### config.mk
export PLATFORM = sky130hd
export DESIGN_NAME = sat_addsub
export DESIGN_NICKNAME = d
export VERILOG_FILES = /design/src/rtl/sat_addsub.sv
export SDC_FILE = /design/constraint.sdc
export NUM_CORES = 1
export LEC_CHECK = 0
export BUFFER_PORTS_ARGS = -buffer_cell sky130_fd_sc_hd__clkbuf_2
export CAP_MARGIN = 20
export CORE_AREA = 2 2 39 41
export DETAILED_ROUTE_END_ITERATION = 8
export DIE_AREA = 0 0 41 43
export SYNTH_ARGS = -nofsm -noshare
export SYNTH_HDL_FRONTEND = slang
export SYNTH_SLANG_ARGS = --single-unit
### constraint.sdc
create_clock -name vclk -period 4.2
set_input_delay 0.21 -clock vclk [all_inputs]
set_output_delay 0.21 -clock vclk [all_outputs]
set_load 0.02 [all_outputs]
### src/rtl/sat_addsub.sv
module sat_addsub #(
  parameter int WIDTH = 8
) (
  input  logic [WIDTH-1:0] opnd_a,
  input  logic [WIDTH-1:0] opnd_b,
  input  logic             sub_mode,
  output logic [WIDTH-1:0] result,
  output logic             clamped,
  output logic             carry_out
);

  localparam logic [WIDTH-1:0] ALL_ONES = '1;
  localparam logic [WIDTH-1:0] ALL_ZERO = '0;

  always_comb begin
    logic [WIDTH:0]   cy;
    logic [WIDTH-1:0] bx;
    logic [WIDTH-1:0] raw;
    logic [WIDTH-1:0] fill;
    cy[0] = sub_mode;
    for (int i = 0; i < WIDTH; i++) begin
      bx[i]    = opnd_b[i] ^ sub_mode;
      raw[i]   = opnd_a[i] ^ bx[i] ^ cy[i];
      cy[i+1]  = (opnd_a[i] & bx[i]) | (bx[i] & cy[i]) | (opnd_a[i] & cy[i]);
    end
    carry_out = cy[WIDTH];
    clamped   = cy[WIDTH] ^ sub_mode;
    fill      = sub_mode ? ALL_ZERO : ALL_ONES;
    for (int i = 0; i < WIDTH; i++) begin
      result[i] = clamped ? fill[i] : raw[i];
    end


    ovf_clamp_chk: assert (sub_mode || !carry_out || result == ALL_ONES);

    neg_clamp_chk: assert (!sub_mode || carry_out || result == ALL_ZERO);

    pass_thru_chk: assert (clamped ||
      result == WIDTH'(sub_mode ? opnd_a - opnd_b : opnd_a + opnd_b));

    carry_ref_chk: assert (carry_out == (sub_mode ? (opnd_a >= opnd_b) :
      (({1'b0, opnd_a} + {1'b0, opnd_b}) > {1'b0, ALL_ONES})));
  end

endmodule

# Word-level counts from Yosys, hierarchy flattened
# Index checks and enable logic that the tools add are counted.
# totals
regBits	0
inputBits	17
output_inout_bits	10
word_cells	74
# classes
muxes	9
n_bitwise	65
# op_table
cell	n
1-bit XOR	25
1-bit AND	24
1-bit OR	16
1-bit 2-to-1 mux	8
8-bit 2-to-1 mux	1

# Longest topological paths before layout
# Gate-level depths: netlist of the first run.
# logic_depth
depth_word	27
depth_mapped	14
mapped_depth_nobuf	12

# Least setup slack after synthesis of the first run
# No wires, ideal clock.
# synth_timing
path_type	input-to-output
start	input sub_mode
end	output clamped
arrival_ps	3669
required_ps	3990
setup_slack_ps	321
stages	14
path_buffers	2
cell_sequence	buf_6 -> inv_6 -> o21ai_0 -> fa_1 -> inv_1 -> fa_1 -> fa_1 -> fa_1 -> fa_1 -> fa_1 -> inv_1 -> fa_1 -> buf_2 -> xor2_1
# synth_via
elab_chain_len	26
elab_cells_between_ends	49
classes_between	49 x bitwise
# synth_rtl
item	line_no	source
start, declared	6	input logic sub_mode,
1-bit XOR	22	bx[i] = opnd_b[i] ^ sub_mode;
1-bit AND	24	cy[i+1] = (opnd_a[i] & bx[i]) | (bx[i] & cy[i]) | (opnd_a[i] & cy[i]);
1-bit OR (2 in series)	24	
1-bit AND	24	
1-bit OR (2 in series)	24	
1-bit AND	24	
1-bit OR (2 in series)	24	
1-bit AND	24	
[6 not listed]	-	
1-bit OR (2 in series)	24	
1-bit AND	24	
1-bit OR (2 in series)	24	
1-bit AND	24	
1-bit OR	24	
1-bit OR (*)	24	
net carry_out	9	output logic carry_out
1-bit XOR (*)	27	clamped = cy[WIDTH] ^ sub_mode;
end, declared	8	output logic clamped,
# Mark *: on every way through the listed nets, which the timed path passes. The rest lies on a longest branch.

# Worst setup path after layout of the first run
# layout_timing
start	input sub_mode
end	output result[7]
# layout_via
elab_chain_len	27
elab_cells_between_ends	53
classes_between	2 x mux; 51 x bitwise
# layout_rtl
item	line_no	source
1-bit XOR	22	
1-bit AND	24	
1-bit OR (2 in series)	24	
1-bit AND	24	
1-bit OR (2 in series)	24	
1-bit AND	24	
1-bit OR (2 in series)	24	
1-bit AND	24	
[5 not listed]	-	
1-bit AND	24	
1-bit OR (2 in series)	24	
1-bit AND	24	
1-bit OR (2 in series)	24	
1-bit AND	24	
1-bit OR (2 in series)	24	
1-bit XOR	27	
1-bit 2-to-1 mux (*)	30	result[i] = clamped ? fill[i] : raw[i];
end, declared	7	output logic [WIDTH-1:0] result,
# Mark *: on every way between the ends. The rest lies on a longest branch, timed or not.

==> results by group, run 1 <==
Floorplan
  – Row count: 14
  – Core ar.: 1384 sq um
  – Die Height: 43 microns
  – Initial Util: 0.2803
  – Die Area: 1763 sq um
  – Io pins: 27
  – Die span in x: 41 microns

Global route
  – First-pass GRT wire length: 938 microns
  – GRT overflow: 0
  – Largest net degree at the start of global routing: 11
  – Vias in the first global route: 265
  – GRT Total Usage: 0.07064
  – Initial antenna violation count: 0

Routing
  – DR vias: 328
  – Post-DRT Antenna Nets: 0
  – Initial drt markers: 2
  – WL final: 666 microns
  – DRC viols: 0
  – Number of vias per cell: 3.952
  – Mean routed wirelength per cell: 8.024 microns
  – First-pass iteration count of the detailed router: 2

STA
  – Unrepaired setup endpoints after global routing: false
  – Final Hold Vio Count: 0
  – Setup TNS: 0 ps
  – Final Max Slew Viols: 0
  – Fin crit share: 0.9461
  – Worst Tran Pin Value: 234.5 ps
  – Fmax achieved: 0.2517 GHz
  – Final setup viols: 0
  – Slew HR: 0.8434
  – Fin crit period: 3974 ps

Logic synthesis
  – Synth Area in XOR/XNOR: 0.2032
  – Syn Inst Count: 41
  – Largest family of logic cells by synthesized area: adder cells
  – Syn_nets: 65
  – Post-Synth Adder-Cell Area: 0.5935
  – Multiplexer share of the synthesized area: 0
  – Yosys warning count: 0
  – Syn_area_per_cell: 9.460 sq um
  – Simple-gate share of the synthesized area: 0.009677
  – Cell Area, Synth: 387.9 sq um
  – Post-synthesis sequential area ratio: 0
  – Post-synth cell types: 10
  – Compound-Gate Fraction of Synth Area: 0.01290

Min path
  – Worst hold-check path type: in2out

Worst setup path
  – Setup CP Type: in2out
  – CP max FO: 9
  – Cell mode on critical path: fa_1
  – Req. time, crit path: 3990 ps
  – Crit path to: result[7]
  – Crit. Startpoint: sub_mode
  – Slowest stage cell, crit path: fa_2
  – Max stage delay on crit path: 430 ps
  – Crit path DAT: 3760 ps
  – Worst path cell trace: clkbuf_2 -> inv_6 -> o21ai_0 -> fa_1 -> inv_1 -> fa_1 -> fa_1 -> fa_1 -> fa_1 -> fa_1 -> inv_1 -> fa_2 -> maj3_2 -> clkbuf_2
  – Setup crit start kind: input pin
  – Setup crit end kind: primary output

Layout
  – Share of cells above drive strength 1: 0.5672
  – Seq Cell Count: 0
  – Syn-to-layout area delta: 38.39%
  – Seq. cell area: 0 sq um
  – Post-layout util: 0.3879
  – Diode count: 0
  – NumNets Final: 93
  – Clkbuf count: 0

Pwr
  – Cell Int Power: 0.00005544 W
  – Clock network fraction of design power: 0
  – Sw Pwr: 0.00007126 W
  – Tot Pwr: 0.0001267 W
  – PD cells: 236.0 nW/um^2
  – Worst VDD drop: 0.00005796 V
  – Cell leakage power: 0.2918 nW
  – Register share of total power: 0
  – Switching Share: 0.5625
  – Gate power share: 1.000

Placed design
  – Placer congestion estimate: 0.6933
  – IO buf count: 27
  – Hpwl dp: 643.7 microns

Run
  – Max-cap viol count: 0

Clocking
  – Post-CTS setup buffers: 0

Outcome
  – Status: finished clean
-- layout make-up --
class	count	area [sq um]
fill	152	847.1
inverter	13	53.80
timing repair buffer	28	142.6
tap	16	20.02
multi-input combinational	26	320.3
-- metrics by stage --
stage                     worst slack (ps)  hold slack (ps)  instance area [sq um]  instances
after floorplan                      321.4            695.3                  387.9         41
after global placement               225.6            996.7                  534.3         83
after detailed placement             181.3             1003                  534.3         83
after CTS                            181.3             1003                  534.3         83
after global routing                 59.26             1028                  536.8         83
final                                226.2            989.9                  536.8         83
-- kinds of logic after synthesis --
group	Yosys count
adders and majority gates	15
buffers and inverters	15
and+or+nand+nor	1
AOI/OAI and AO/OA	1
xor gates and xnor gates	9
-- cell usage after synthesis --
library cell / n / share of area
nand2_1: 1 / 0.0097
buf_2: 1 / 0.013
maj3_2: 8 / 0.23
o21ai_0: 1 / 0.013
xnor2_1: 5 / 0.11
xor2_1: 4 / 0.090
fa_1: 7 / 0.36
inv_1: 12 / 0.12
buf_6: 1 / 0.029
inv_6: 1 / 0.023
-- power groups by stage --
stage / logic [W] / clock network [W] / registers [W]
2_1_floorplan: 0.0000942 / 0 / 0
3_3_place_gp: 0.000127 / 0 / 0
3_5_place_dp: 0.000129 / 0 / 0
4_1_cts: 0.000129 / 0 / 0
5_1_grt: 0.000141 / 0 / 0
6_report: 0.000127 / 0 / 0
-- metal layers --
layer,vias to the layer above,share of wire,global-route usage
met5,-,0,0
met4,0,0,0
met3,0,0.084,0.005236
met2,17,0.47,0.1313
met1,142,0.45,0.08824
li1,169,-,-
-- worst min-delay path by stage --
stage               startpoint         to  slack (ps)  cells after the start
floorplan            opnd_a[7]  carry_out         700                      1
global placement      sub_mode  result[3]        1000                      4
detailed placement    sub_mode  result[3]        1000                      4
CTS                   sub_mode  result[3]        1000                      4
global route          sub_mode  result[5]        1030                      4
finish                sub_mode  result[3]         990                      4
-- layout by cell type (no fill, tap or decap) --
master / netlist / layout
nand2_1: 1 / 1
clkbuf_2: 0 / 27
buf_4: 0 / 1
o21ai_0: 1 / 1
maj3_2: 8 / 8
xor2_1: 4 / 4
fa_1: 7 / 6
fa_2: 0 / 1
inv_1: 12 / 12
xnor2_1: 5 / 5
inv_6: 1 / 1
-- worst max-delay path, delay by kind of cell --
family,cells,cell delay [ps]
buf+inv,5,510
fa+ha+maj,8,2840
compound gates,1,200
-- repair_timing --
item,in CTS,in global routing
resized for setup,0,1
setup endpoints to repair,0,1
hold buffers,0,0
Power figures use the tool's default switching activity.
==> run 2, diff against run 1 <==
clock period = 3.5 ns   (was 4.2 ns; I/O delays follow)
==> results by group, run 2 (synthesis gave the netlist of run 1 again) <==
Placed design
  – Placer congestion estimate: 0.6095 (-12%)
  – Hpwl dp: 689.4 microns (+7.1%)
  – IO buf count: 27 (unchanged)

Layout
  – Fillers: 137 (-9.9%)
  – Seq Cell Count: 0 (unchanged)
  – Clkbuf count: 0 (unchanged)
  – Diode count: 0 (unchanged)
  – Syn-to-layout area delta: 72.26%
  – Seq. cell area: 0 sq um (unchanged)
  – Most frequent cells in the layout: 24 x clkbuf_2, 11 x inv_1, 8 x maj3_2, 7 x fa_2
  – NumNets Final: 99 (+6.5%)
  – Post-layout util: 0.4828 (+0.09494)
  – Commonest non-fill, non-tap cell in the layout: clkbuf_2
  – Multi-input gate area: 354.1 sq um (+11%)
  – Share of cells above drive strength 1: 0.7397 (+0.1726)

STA
  – Final setup viols: 1 (+1)
  – Final Hold Vio Count: 0 (unchanged)
  – Worst Tran Pin Value: 216.5 ps (-17.93 ps)
  – Unrepaired setup endpoints after global routing: true
  – Fmax achieved: 0.2848 GHz
  – Fin crit period: 3512 ps
  – Fin crit share: 1.003
  – Final worst setup slack: -11.57 ps (-237.8 ps)
  – Final Max Slew Viols: 0 (unchanged)
  – Slew HR: 0.8546 (+0.01120)
  – Final Hold Slack: 842.0 ps (-148.0 ps)

Global route
  – Vias in the first global route: 316 (+19%)
  – GRT Total Usage: 0.08476 (+0.01413)
  – Initial antenna violation count: 0 (unchanged)
  – First-pass GRT wire length: 1.117 mm (+19%)
  – GRT overflow: 0 (unchanged)
  – Largest net degree at the start of global routing: 11 (unchanged)

Worst setup path
  – CP max FO: 1 (-8)
  – Worst path cell trace: clkbuf_2 -> xor2_2 -> fa_2 -> inv_1 -> fa_2 -> fa_2 -> fa_2 -> fa_2 -> fa_2 -> inv_2 -> fa_2 -> maj3_2 -> buf_6
  – Req. time, crit path: 3320 ps (-670 ps)
  – Slowest stage cell, crit path: fa_2
  – Cell mode on critical path: fa_2
  – Max stage delay on crit path: 420 ps (about the same)
  – Setup crit end kind: primary output
  – Setup crit start kind: input pin
  – Setup CP Type: in2out
  – Crit path DAT: 3340 ps (-420 ps)

Routing
  – WL final: 794 microns (+19%)
  – Number of vias per cell: 3.921 (-0.77%)
  – First-pass iteration count of the detailed router: 1 (-1)
  – Initial drt markers: 0 (-2)
  – Mean routed wirelength per cell: 8.921 microns (+11%)
  – Met2 wire len: 420 microns (+35%)
  – Max Used Layer: met3
  – Post-DRT Antenna Nets: 0 (unchanged)
  – DR vias: 349 (+6.4%)
  – DRT met1 WL: 303 microns (+2.0%)
  – Metal3 WL: 70 microns (+25%)
  – DRC viols: 0 (unchanged)

Floorplan
  – Io pins: 27 (unchanged)
  – Core ar.: 1384 sq um (unchanged)
  – Die Height: 43 microns (unchanged)
  – Initial Util: 0.2803 (unchanged)
  – Row count: 14 (unchanged)
  – Die Area: 1763 sq um (unchanged)
  – Die span in x: 41 microns (unchanged)

Pwr
  – Clock network fraction of design power: 0 (unchanged)
  – Cell Int Power: 0.00009533 W (+72%)
  – Cell leakage power: 0.3377 nW (+16%)
  – Worst VDD drop: 0.0001022 V (+76%)
  – PD cells: 284.2 nW/um^2 (+20%)
  – Register share of total power: 0 (unchanged)
  – Switching Share: 0.4979 (-0.06454)
  – Sw Pwr: 0.00009454 W (+33%)
  – Gate power share: 1.000 (about the same)

Outcome
  – Failing checks: negative setup slack
  – Status: finished with violations

Min path
  – Worst hold-check path type: in2out
  – Hold depth: 4 (unchanged)

Run
  – Max-cap viol count: 0 (unchanged)

Clocking
  – Hold-fix buffers, CTS: 0 (unchanged)
## run 2: area by class of cell
| type | instances | share of cell area |
|---|---|---|
| Inverter | 13 | 0.08052 |
| Tap cell | 16 | 0.02996 |
| Multi-Input combinational cell | 26 | 0.5300 |
| Timing Repair Buffer | 34 | 0.3595 |
## run 2: stage by stage
step	instance area (sq um)	cells	total power, W	TNS [ps]	setup slack [ps]
global placement	605.6	87	0.0001665	-204.4	-198.5
global route	668.1	89	0.0002112	-122.0	-121.4
CTS	616.8	87	0.0001721	-129.3	-129.3
floorplan	422.9	41	0.0001193	0	19.19
detailed placement	605.6	87	0.0001696	-192.0	-189.9
finish	668.1	89	0.0001899	-11.57	-11.57
## run 2: per-layer routing
layer | track usage | up-vias
met5 | 0 | -
met4 | 0 | 0
met3 | 0.005236 | 0
met2 | 0.1719 | 16
met1 | 0.09150 | 153
li1 | - | 180
## run 2: power groups by stage
stage               registers (W)  logic [W]  clock network (W)
global route                    0   0.000211                  0
detailed placement              0   0.000170                  0
floorplan                       0   0.000119                  0
CTS                             0   0.000172                  0
global placement                0   0.000167                  0
finish                          0   0.000190                  0
## run 2: what timing repair did
action,CTS,global route
pin swaps,1,0
endpoints found under the hold margin,0,0
cloned,0,1
setup endpoints to repair,2,8
resized for setup,3,10
setup buffers,0,1
## run 2: path summary, 6_finish.rpt
path / startpoint / end / slack, ps
setup / recovery: opnd_b[1] / result[7] / -10
hold / removal: sub_mode / clamped / 840
## run 2: worst max-delay path, delay by kind of cell
family	cells	cell delay (ps)
fa+ha+maj	8	2650
buf+inv	4	340
xor+xnor	1	170
==> run 3, diff against run 2 <==
ABC_AREA = 1   (was unset)
GPL_TIMING_DRIVEN = 0   (was unset)
==> results by group, run 3 <==
Logic synthesis
  – Syn_nets: 68 (+4.6%)
  – Top cells by count, synth: 12 x inv_1, 7 x fa_1, 5 x xnor2_1, 4 x nand2_1, 4 x o21ai_0
  – Cell Area, Synth: 366.6 sq um (-5.5%)
  – Syn_area_per_cell: 8.332 sq um (-12%)
  – Post-synth cell types: 15 (+5)
  – Post-synthesis sequential area ratio: 0 (unchanged)
  – Synth top area share: 0.3823 (+0.02096)
  – Top cells by area, synth: fa_1 38%, inv_1 12%, xnor2_1 12%
  – Syn Inst Count: 44 (+7.3%)
  – Yosys warning count: 0 (unchanged)
  – Largest area contributor in the netlist: fa_1
  – Dominant cell by count in the synthesized netlist: inv_1

Placed design
  – Hpwl dp: 672.2 microns (-2.5%)
  – IO buf count: 26 (-3.7%)
  – Placer congestion estimate: 0.6454 (+5.9%)
  – Placed insts: 86 (-1.1%)

Floorplan
  – Row count: 14 (unchanged)
  – Die Area: 1763 sq um (unchanged)
  – Core ar.: 1384 sq um (unchanged)
  – Initial Util: 0.2649 (-0.01537)
  – Io pins: 27 (unchanged)
  – Die Height: 43 microns (unchanged)
  – Die span in x: 41 microns (unchanged)

Layout
  – Seq Cell Count: 0 (unchanged)
  – Clkbuf count: 0 (unchanged)
  – Share of cells above drive strength 1: 0.7778 (+0.03805)
  – Commonest non-fill, non-tap cell in the layout: clkbuf_2
  – Diode count: 0 (unchanged)
  – Seq. cell area: 0 sq um (unchanged)
  – Most frequent cells in the layout: 18 x clkbuf_2, 7 x inv_1, 7 x fa_2, 6 x inv_2
  – NumNets Final: 98 (-1.0%)
  – Post-Layout Cell Count: 88 (-1.1%)
  – Post-layout util: 0.4946 (+0.01175)
  – Fillers: 136 (-0.73%)
  – Syn-to-layout area delta: 86.69%

Routing
  – Post-DRT Antenna Nets: 0 (unchanged)
  – DR vias: 378 (+8.3%)
  – DRT met1 WL: 313 microns (+3.3%)
  – Mean routed wirelength per cell: 10.15 microns (+14%)
  – DRC viols: 0 (unchanged)
  – WL final: 893 microns (+12%)
  – First-pass iteration count of the detailed router: 2 (+1)
  – Max Used Layer: met3
  – Number of vias per cell: 4.295 (+9.5%)
  – Metal3 WL: 72 microns (+2.9%)
  – Met2 wire len: 507 microns (+21%)
  – Initial drt markers: 1 (+1)

Worst setup path
  – CP max FO: 5 (+4)
  – Worst path cell trace: buf_4 -> xor2_4 -> fa_2 -> inv_2 -> fa_2 -> fa_2 -> fa_2 -> fa_2 -> fa_2 -> inv_2 -> fa_2 -> nand2_4 -> a21oi_4 -> buf_8
  – Buf/Inv on CP: 4 (unchanged)
  – Crit path DAT: 3310 ps (-30 ps)
  – Setup CP Type: in2out
  – Slowest stage cell, crit path: fa_2
  – Setup crit start kind: input pin
  – Setup crit end kind: primary output
  – Max stage delay on crit path: 400 ps (-20 ps)
  – Cell mode on critical path: fa_2
  – CP delay by family, top: adder cells
  – Req. time, crit path: 3320 ps (about the same)

STA
  – Fin crit period: 3489 ps (-22.67 ps)
  – Final Max Slew Viols: 0 (unchanged)
  – Fmax achieved: 0.2866 GHz (+0.65%)
  – Final Hold Slack: 734.6 ps (-107.4 ps)
  – Worst Tran Pin Value: 254.6 ps (+38.10 ps)
  – Final setup viols: 0 (-1)
  – Fin crit share: 0.9968 (-0.006477)
  – Slew HR: 0.8290 (-0.02558)
  – Unrepaired setup endpoints after global routing: true
  – Final Hold Vio Count: 0 (unchanged)

Global route
  – First-pass GRT wire length: 1.304 mm (+17%)
  – GRT Total Usage: 0.1039 (+0.01917)
  – Vias in the first global route: 348 (+10%)
  – Initial antenna violation count: 0 (unchanged)
  – Largest net degree at the start of global routing: 10 (-1)
  – GRT overflow: 0 (unchanged)

Pwr
  – Cell leakage power: 0.3408 nW (+0.89%)
  – PD cells: 309.5 nW/um^2 (+8.9%)
  – Tot Pwr: 0.0002118 W (+12%)
  – Worst VDD drop: 0.0001075 V (+5.1%)

Min path
  – Worst hold-check path type: in2out

Clocking
  – Hold-fix buffers, CTS: 0 (unchanged)

Outcome
  – Status: finished clean

Run
  – Max-cap viol count: 0 (unchanged)
==> run 3: changes by cell type after synthesis, moves of 2 or more <==
cell	before	now
xor2_1	4	2
a21oi_1	0	2
maj3_2	8	0
nand2_1	1	4
o21ai_0	1	4
==> run 3: per-stage QoR <==
| step | setup WS (ps) | instance area, sq um | setup TNS (ps) |
|---|---|---|---|
| 6_report | 11.10 | 684.4 | 0 |
| 5_1_grt | -97.84 | 684.4 | -581.4 |
| 4_1_cts | -6.932 | 606.8 | -7.060 |
| 3_5_place_dp | -171.5 | 573.1 | -1102 |
| 3_3_place_gp | -115.6 | 573.1 | -618.5 |
| 2_1_floorplan | 23.64 | 422.9 | 0 |
==> run 3: report_power, final <==
group	internal, W	switching [W]
clock	0	0
sequential	0	0
combinational	0.000100	0.000112
total	0.000100	0.000112
==> run 3: per-layer routing <==
| metal | vias to the layer above | GRT usage |
|---|---|---|
| li1 | 185 | - |
| met1 | 178 | 0.1144 |
| met2 | 15 | 0.2125 |
| met3 | 0 | 0 |
| met4 | 0 | 0 |
| met5 | - | 0 |
==> run 3: cells by family after synthesis <==
group,Yosys count,share of synthesized area
simple gates,7,0.1536
buf+inv,15,0.1809
xor+xnor,7,0.1672
compound gates,8,0.1160
fa+ha+maj,7,0.3822
==> run 3: cell type report <==
type | count | area (sq um) | area share
Buffer | 1 | 20.02 | 0.02925
Inverter | 14 | 55.05 | 0.08044
Multi-Input combinational cell | 30 | 394.1 | 0.5759
Tap cell | 16 | 20.02 | 0.02925
Timing Repair Buffer | 27 | 195.2 | 0.2852
==> run 3: final timing paths <==
path  slack (ps)  startpoint  cells past startpoint         to
max           10   opnd_b[1]                     14  result[1]
min          730   opnd_b[0]                      6  result[0]
==> run 3: timing repair <==
item / 4_1_cts / 5_1_grt
cloned: 1 / 0
setup buffers: 0 / 1
pin swaps: 4 / 3
endpoints found under the setup margin: 9 / 9
gates resized for setup: 8 / 28
